### config.mk
export PLATFORM = sky130hd
export DESIGN_NAME = async_bus_master
export DESIGN_NICKNAME = d
export VERILOG_FILES = /design/src/rtl/amsq_pkg.sv /design/src/rtl/amsq_fsm.sv /design/src/rtl/amsq_strobes.sv /design/src/rtl/amsq_datapath.sv /design/src/rtl/async_bus_master.sv
export SDC_FILE = /design/constraint.sdc
export NUM_CORES = 1
export LEC_CHECK = 0
export ABC_CLOCK_PERIOD_IN_PS = 3020
export BUFFER_PORTS_ARGS = -buffer_cell sky130_fd_sc_hd__buf_2
export CAP_MARGIN = 5
export CORE_MARGIN = 8
export CORE_UTILIZATION = 49
export CTS_BUF_LIST = sky130_fd_sc_hd__clkbuf_16
export CTS_CLUSTER_DIAMETER = 50
export DETAILED_ROUTE_END_ITERATION = 10
export PLACE_DENSITY = 0.9
export SLEW_MARGIN = 10
export SYNTH_ARGS = -nofsm -noshare
export SYNTH_HDL_FRONTEND = slang
export SYNTH_SLANG_ARGS = --single-unit
### constraint.sdc
create_clock -name clk_i -period 3.02 [get_ports clk_i]
set_input_delay 0.604 -clock clk_i [delete_from_list [all_inputs] [get_ports clk_i]]
set_output_delay 0.604 -clock clk_i [all_outputs]
set_load 0.01 [all_outputs]
### src/rtl/amsq_pkg.sv
package amsq_pkg;
  typedef enum logic [2:0] {
    ST_IDLE, ST_S1, ST_S2, ST_S3, ST_SW, ST_S4, ST_S5
  } bus_st_e;

  typedef enum logic [1:0] {
    PW_8 = 2'b00, PW_16 = 2'b01, PW_32 = 2'b10
  } port_w_e;

  // active-low acknowledge pair to port width
  function automatic port_w_e port_of(input logic ack0_n, input logic ack1_n);
    case ({ack1_n, ack0_n})
      2'b00:   return PW_32;
      2'b01:   return PW_16;
      default: return PW_8;
    endcase
  endfunction
endpackage

### src/rtl/amsq_fsm.sv
module amsq_fsm
  import amsq_pkg::*;
(
  input  logic    clk_i,
  input  logic    rst_ni,
  input  logic    req_i,
  input  logic    ack_seen_i,
  output bus_st_e st_o
);
  bus_st_e st_q, st_d;

  always_comb begin
    case (st_q)
      ST_IDLE: st_d = req_i ? ST_S1 : ST_IDLE;
      ST_S1:   st_d = ST_S2;
      ST_S2:   st_d = ST_S3;
      ST_S3:   st_d = ack_seen_i ? ST_S4 : ST_SW;
      ST_SW:   st_d = ST_S3;
      ST_S4:   st_d = ST_S5;
      ST_S5:   st_d = ST_IDLE;
      default: st_d = ST_IDLE;
    endcase
  end

  always_ff @(posedge clk_i or negedge rst_ni) begin
    if (!rst_ni) st_q <= ST_IDLE;
    else         st_q <= st_d;
  end

  assign st_o = st_q;

  AST_WAIT_FULL_CLOCK: assert property (@(posedge clk_i) disable iff (!rst_ni)
    st_q == ST_SW |=> st_q == ST_S3);
  AST_NO_SAMPLE_OFF_PHASE: assert property (@(posedge clk_i) disable iff (!rst_ni)
    st_q == ST_S4 |-> $past(st_q) == ST_S3);
  AST_DONE_TO_IDLE: assert property (@(posedge clk_i) disable iff (!rst_ni)
    st_q == ST_S5 |=> st_q == ST_IDLE);
endmodule

### src/rtl/amsq_strobes.sv
module amsq_strobes
  import amsq_pkg::*;
(
  input  logic    clk_i,
  input  logic    rst_ni,
  input  bus_st_e st_i,
  input  logic    we_i,
  output logic    as_no,
  output logic    ds_no,
  output logic    dben_no,
  output logic    oe_o,
  output logic    done_o
);
  logic active, late;

  assign active = st_i inside {ST_S1, ST_S2, ST_S3, ST_SW, ST_S4};
  assign late   = st_i inside {ST_S3, ST_SW, ST_S4};

  always_comb begin
    as_no   = !active;
    ds_no   = !(we_i ? late : active);
    dben_no = !(we_i ? active : late);
    oe_o    = we_i && (late || st_i == ST_S2);
    done_o  = st_i == ST_S5;
  end

  AST_DS_INSIDE_AS: assert property (@(posedge clk_i) disable iff (!rst_ni)
    !ds_no |-> !as_no);
  AST_WR_DS_LAG: assert property (@(posedge clk_i) disable iff (!rst_ni)
    (we_i && !ds_no && $past(ds_no)) |-> $past(!as_no, 2));
  AST_OE_WRITE_ONLY: assert property (@(posedge clk_i) disable iff (!rst_ni)
    oe_o |-> (we_i && !as_no));
  AST_DONE_QUIET: assert property (@(posedge clk_i) disable iff (!rst_ni)
    done_o |-> (as_no && ds_no && dben_no && !oe_o));
  AST_DONE_PULSE: assert property (@(posedge clk_i) disable iff (!rst_ni)
    done_o |=> !done_o);
endmodule

### src/rtl/amsq_datapath.sv
module amsq_datapath
  import amsq_pkg::*;
#(
  parameter int AW  = 32,
  parameter int DW  = 32,
  parameter int SZW = 2
) (
  input  logic           clk_i,
  input  logic           rst_ni,
  input  bus_st_e        st_i,
  input  logic           req_i,
  input  logic           we_i,
  input  logic [AW-1:0]  addr_i,
  input  logic [SZW-1:0] size_i,
  input  logic [DW-1:0]  wdata_i,
  input  logic           sample_i,
  input  logic           ack0_ni,
  input  logic           ack1_ni,
  input  logic [DW-1:0]  data_i,
  output logic           we_o,
  output logic [AW-1:0]  addr_o,
  output logic [SZW-1:0] size_o,
  output logic [DW-1:0]  wdata_o,
  output logic [DW-1:0]  rdata_o,
  output logic [1:0]     port_o
);
  logic start, capture;
  assign start   = (st_i == ST_IDLE) && req_i;
  assign capture = (st_i == ST_S4) && !we_o;

  always_ff @(posedge clk_i or negedge rst_ni) begin
    if (!rst_ni) begin
      we_o    <= 1'b0;
      addr_o  <= '0;
      size_o  <= '0;
      wdata_o <= '0;
    end else if (start) begin
      we_o    <= we_i;
      addr_o  <= addr_i;
      size_o  <= size_i;
      wdata_o <= wdata_i;
    end
  end

  always_ff @(posedge clk_i or negedge rst_ni) begin
    if (!rst_ni) port_o <= PW_8;
    else if (sample_i) port_o <= port_of(ack0_ni, ack1_ni);
  end

  always_ff @(posedge clk_i or negedge rst_ni) begin
    if (!rst_ni) rdata_o <= '0;
    else if (capture) rdata_o <= data_i;
  end

  AST_ADDR_HELD: assert property (@(posedge clk_i) disable iff (!rst_ni)
    (st_i != ST_IDLE) |=> ($stable(addr_o) && $stable(we_o) && $stable(size_o)));
  AST_RDATA_HELD: assert property (@(posedge clk_i) disable iff (!rst_ni)
    (st_i == ST_S5) |=> $stable(rdata_o));
endmodule

### src/rtl/async_bus_master.sv
module async_bus_master
  import amsq_pkg::*;
#(
  parameter int AW  = 32,
  parameter int DW  = 32,
  localparam int SZW = $clog2(DW / 8)
) (
  input  logic           clk_i,
  input  logic           rst_ni,
  input  logic           req_i,
  input  logic           we_i,
  input  logic [AW-1:0]  addr_i,
  input  logic [SZW-1:0] size_i,
  input  logic [DW-1:0]  wdata_i,
  output logic           done_o,
  output logic [DW-1:0]  rdata_o,
  output logic [1:0]     port_o,
  output logic [AW-1:0]  addr_o,
  output logic [SZW-1:0] size_o,
  output logic           bus_wr_o,
  output logic           as_no,
  output logic           ds_no,
  output logic           dben_no,
  output logic [DW-1:0]  data_o,
  output logic           data_oe_o,
  input  logic [DW-1:0]  data_i,
  input  logic           ack0_ni,
  input  logic           ack1_ni
);
  bus_st_e st;
  logic    ack_seen, sample;

  assign ack_seen = !(ack0_ni && ack1_ni);
  assign sample   = (st == ST_S3) && ack_seen;

  amsq_fsm u_fsm (
    .clk_i, .rst_ni, .req_i,
    .ack_seen_i (ack_seen),
    .st_o       (st)
  );

  amsq_strobes u_strobes (
    .clk_i, .rst_ni,
    .st_i    (st),
    .we_i    (bus_wr_o),
    .as_no, .ds_no, .dben_no,
    .oe_o    (data_oe_o),
    .done_o
  );

  amsq_datapath #(.AW(AW), .DW(DW), .SZW(SZW)) u_dp (
    .clk_i, .rst_ni,
    .st_i     (st),
    .req_i, .we_i, .addr_i, .size_i, .wdata_i,
    .sample_i (sample),
    .ack0_ni, .ack1_ni, .data_i,
    .we_o     (bus_wr_o),
    .addr_o, .size_o,
    .wdata_o  (data_o),
    .rdata_o, .port_o
  );
endmodule

==> metrics <==
Min-Delay Path Class in2async; Antenna Nets Post-Route 0; Main synth FF type dfrtp_1; TritonCTS clock tree yes; Final Hold Fails 0; initial antenna violation count 0; vias in the first global route 3193; layout cell share with drive strength beyond 1 71.21%; Slew headroom 58.03%; DR vias/cell 4.917; startpoint types flop; r2r setup slk 0.84 ns; GRT Util Overall 17.35%; Mapped Area 4166 um2; cell area power density 1116 nW/um2; RSZ-0062 raised after global routing no; Area after DPL 5266 um2; DR WL/cell 18.27 um; Routed WL 10.36 mm; Fin Clk Skew 0.007322 ns; # diodes 0; final core occ 67.87%; cts hold-fix bufs 0; M1 GR Usage 18.70%; clock sinks 104; leakage 2.846 nW; worst endpoint data arrival time 2.39 ns; Post-Syn Nets 351; Die X 108.2 um; YS warnings 0; Pins Over Slew Limit 0; Final min period 2.182 ns; CTS buffer count 9; clock latency on the worst-skew pair 0.33 ns; pin count of the biggest net entering global routing 56; Max FO, Critical Path 41; area growth from synthesis to layout 33.84%; Cells after Synth 247; vias 2788; GP Congestion 0.7452; Final setup viols 0; post-DP HPWL 8.250 mm; Max Clk Rate 458.3 MHz; Crit. End Element flop; Worst-Margin Slew 0.6295 ns; PostCTS Resize Cnt 0; IO Pins 210; gr busiest metal met2; die area 11710 um2; die height 108.2 um; Cell variety after synth 25; Root Driver clkbuf_16; DRT Pass-1 Iters 3; register area share after synthesis 62.46%; VDD IR max 0.5420 mV; Initial Utilization 50.71%; critical path class reg2reg; row count 33; H-tree Lvls 3; syn_area_per_cell 16.87 um2; FILL cells 626; flip-flop and latch count after synthesis 104; outcome complete, no violations; Clock transition at path regs 0.07 ns; GR Overflow Total 0; WP data required 3.22 ns; Tot Pwr 0.006226 W; core area 8217 um2; Final nets 562; period utilization 72.25%; postcts setup bufs 0; M2 GR Usage 31.08%; count of input and output buffers 209; Final Cell Area 5577 um2; setup tns final 0 ns; Post-synth EDFFs 0; # DRC 0; max cap viols 0; Clock Path Buffers 2; first-pass GRT wire length 16.06 mm; M3 GR Usage 6.544%; initial DRC count 49; Synth async-reset ratio 100.0%
[worst paths after layout]
check / startpoint / to / cells after the start
max: u_fsm.st_o[1]$_DFF_PN0_ / u_dp.wdata_o[31]$_DFFE_PN0P_ / 4
min: rst_ni / u_dp.addr_o[17]$_DFFE_PN0P_ / 1
max reg2reg: u_fsm.st_o[1]$_DFF_PN0_ / u_dp.wdata_o[31]$_DFFE_PN0P_ / 4
min reg2reg: u_dp.wdata_o[23]$_DFFE_PN0P_ / u_dp.wdata_o[23]$_DFFE_PN0P_ / 1
max in group asynchronous: rst_ni / u_fsm.st_o[2]$_DFF_PN0_ / 2
min in group clk_i: ack0_ni / u_dp.port_o[1]$_DFFE_PN0P_ / 2
[final cells by class]
type                            instances  area (um2)  share of cell area (%)
Sequential cell                       104        2603                   46.67
Multi-Input combinational cell        128        1418                   25.42
Timing Repair Buffer                  214        1111                   19.92
Clock buffer                            9       225.2                   4.039
Tap cell                              105       131.4                   2.356
Clock inverter                          6       85.08                   1.526
Inverter                                1       3.754                 0.06731
[layer usage]
layer  up-vias  routed length (um)
met5         -                   0
met4         0                  63
met3         6                1024
met2       115                5498
met1      1385                3774
li1       1282                   -
[critical path, cell delays in order, from the launching register on]
cell and delay (ns):
dfrtp_1 0.48, or3_4 0.47, nor2_8 0.39, buf_12 0.31
mux2_2 0.38
[kinds of logic after synthesis]
group / after synthesis / share of synthesized area, %
flops: 104 / 62.46
buf+inv: 15 / 3.513
simple gates: 19 / 2.913
xor+xnor: 1 / 0.2102
compound gates: 9 / 1.441
mux: 99 / 29.46
[Yosys cell counts (2+ instances only)]
| library cell | number | area (um2) |
|---|---|---|
| dfrtp_1 | 104 | 2603 |
| mux2_2 | 68 | 765.7 |
| mux2_4 | 30 | 450.4 |
| buf_2 | 5 | 25.02 |
| and2_1 | 4 | 25.02 |
| buf_12 | 4 | 80.08 |
| nand2_1 | 4 | 15.01 |
| nor2_1 | 4 | 15.01 |
| o21ai_0 | 4 | 20.02 |
| buf_4 | 3 | 22.52 |
| nor2b_1 | 2 | 12.51 |
| o31ai_1 | 2 | 15.01 |
[sequential cells by signal, indices dropped and copies added (netlist names)]
name          flops
u_dp.addr_o      32
u_dp.rdata_o     32
u_dp.wdata_o     32
u_fsm.st_o        3
u_dp.port_o       2
u_dp.size_o       2
u_dp.we_o         1
[metrics by stage]
stage / hold slack, ns / std cells / setup WS (ns)
3_5_place_dp: 0.4901 / 552 / 0.8408
3_3_place_gp: 0.4650 / 552 / 0.9280
6_report: 0.2962 / 567 / 0.8380
5_1_grt: 0.3444 / 567 / 0.7529
4_1_cts: 0.3162 / 567 / 0.8332
2_1_floorplan: 0.3084 / 247 / 1.303
[cell usage in the layout, fill, tap and decap left out, drive strengths merged]
cell type / synthesis / layout
a211o: 1 / 1
and2: 4 / 4
and3: 1 / 1
and3b: 1 / 1
buf: 13 / 214
bufinv: 0 / 2
clkbuf: 1 / 9
clkinv: 0 / 2
clkinvlp: 0 / 2
dfrtp: 104 / 104
inv: 1 / 1
mux2: 99 / 99
nand2: 4 / 4
nand3b: 1 / 1
nor2: 5 / 5
nor2b: 2 / 2
o21ai: 4 / 4
o21bai: 1 / 1
o22a: 1 / 1
o31ai: 2 / 2
or3: 1 / 1
xor2: 1 / 1
[where the power goes]
group / total (W) / internal [W] / switching, W / leakage, nW
combinational: 0.00253 / 0.00138 / 0.00115 / 1.45
clock: 0.00119 / 0.000719 / 0.000476 / 0.147
sequential: 0.00250 / 0.00210 / 0.000405 / 1.25
total: 0.00623 / 0.00420 / 0.00203 / 2.85
(Power assumes the default switching activity.)
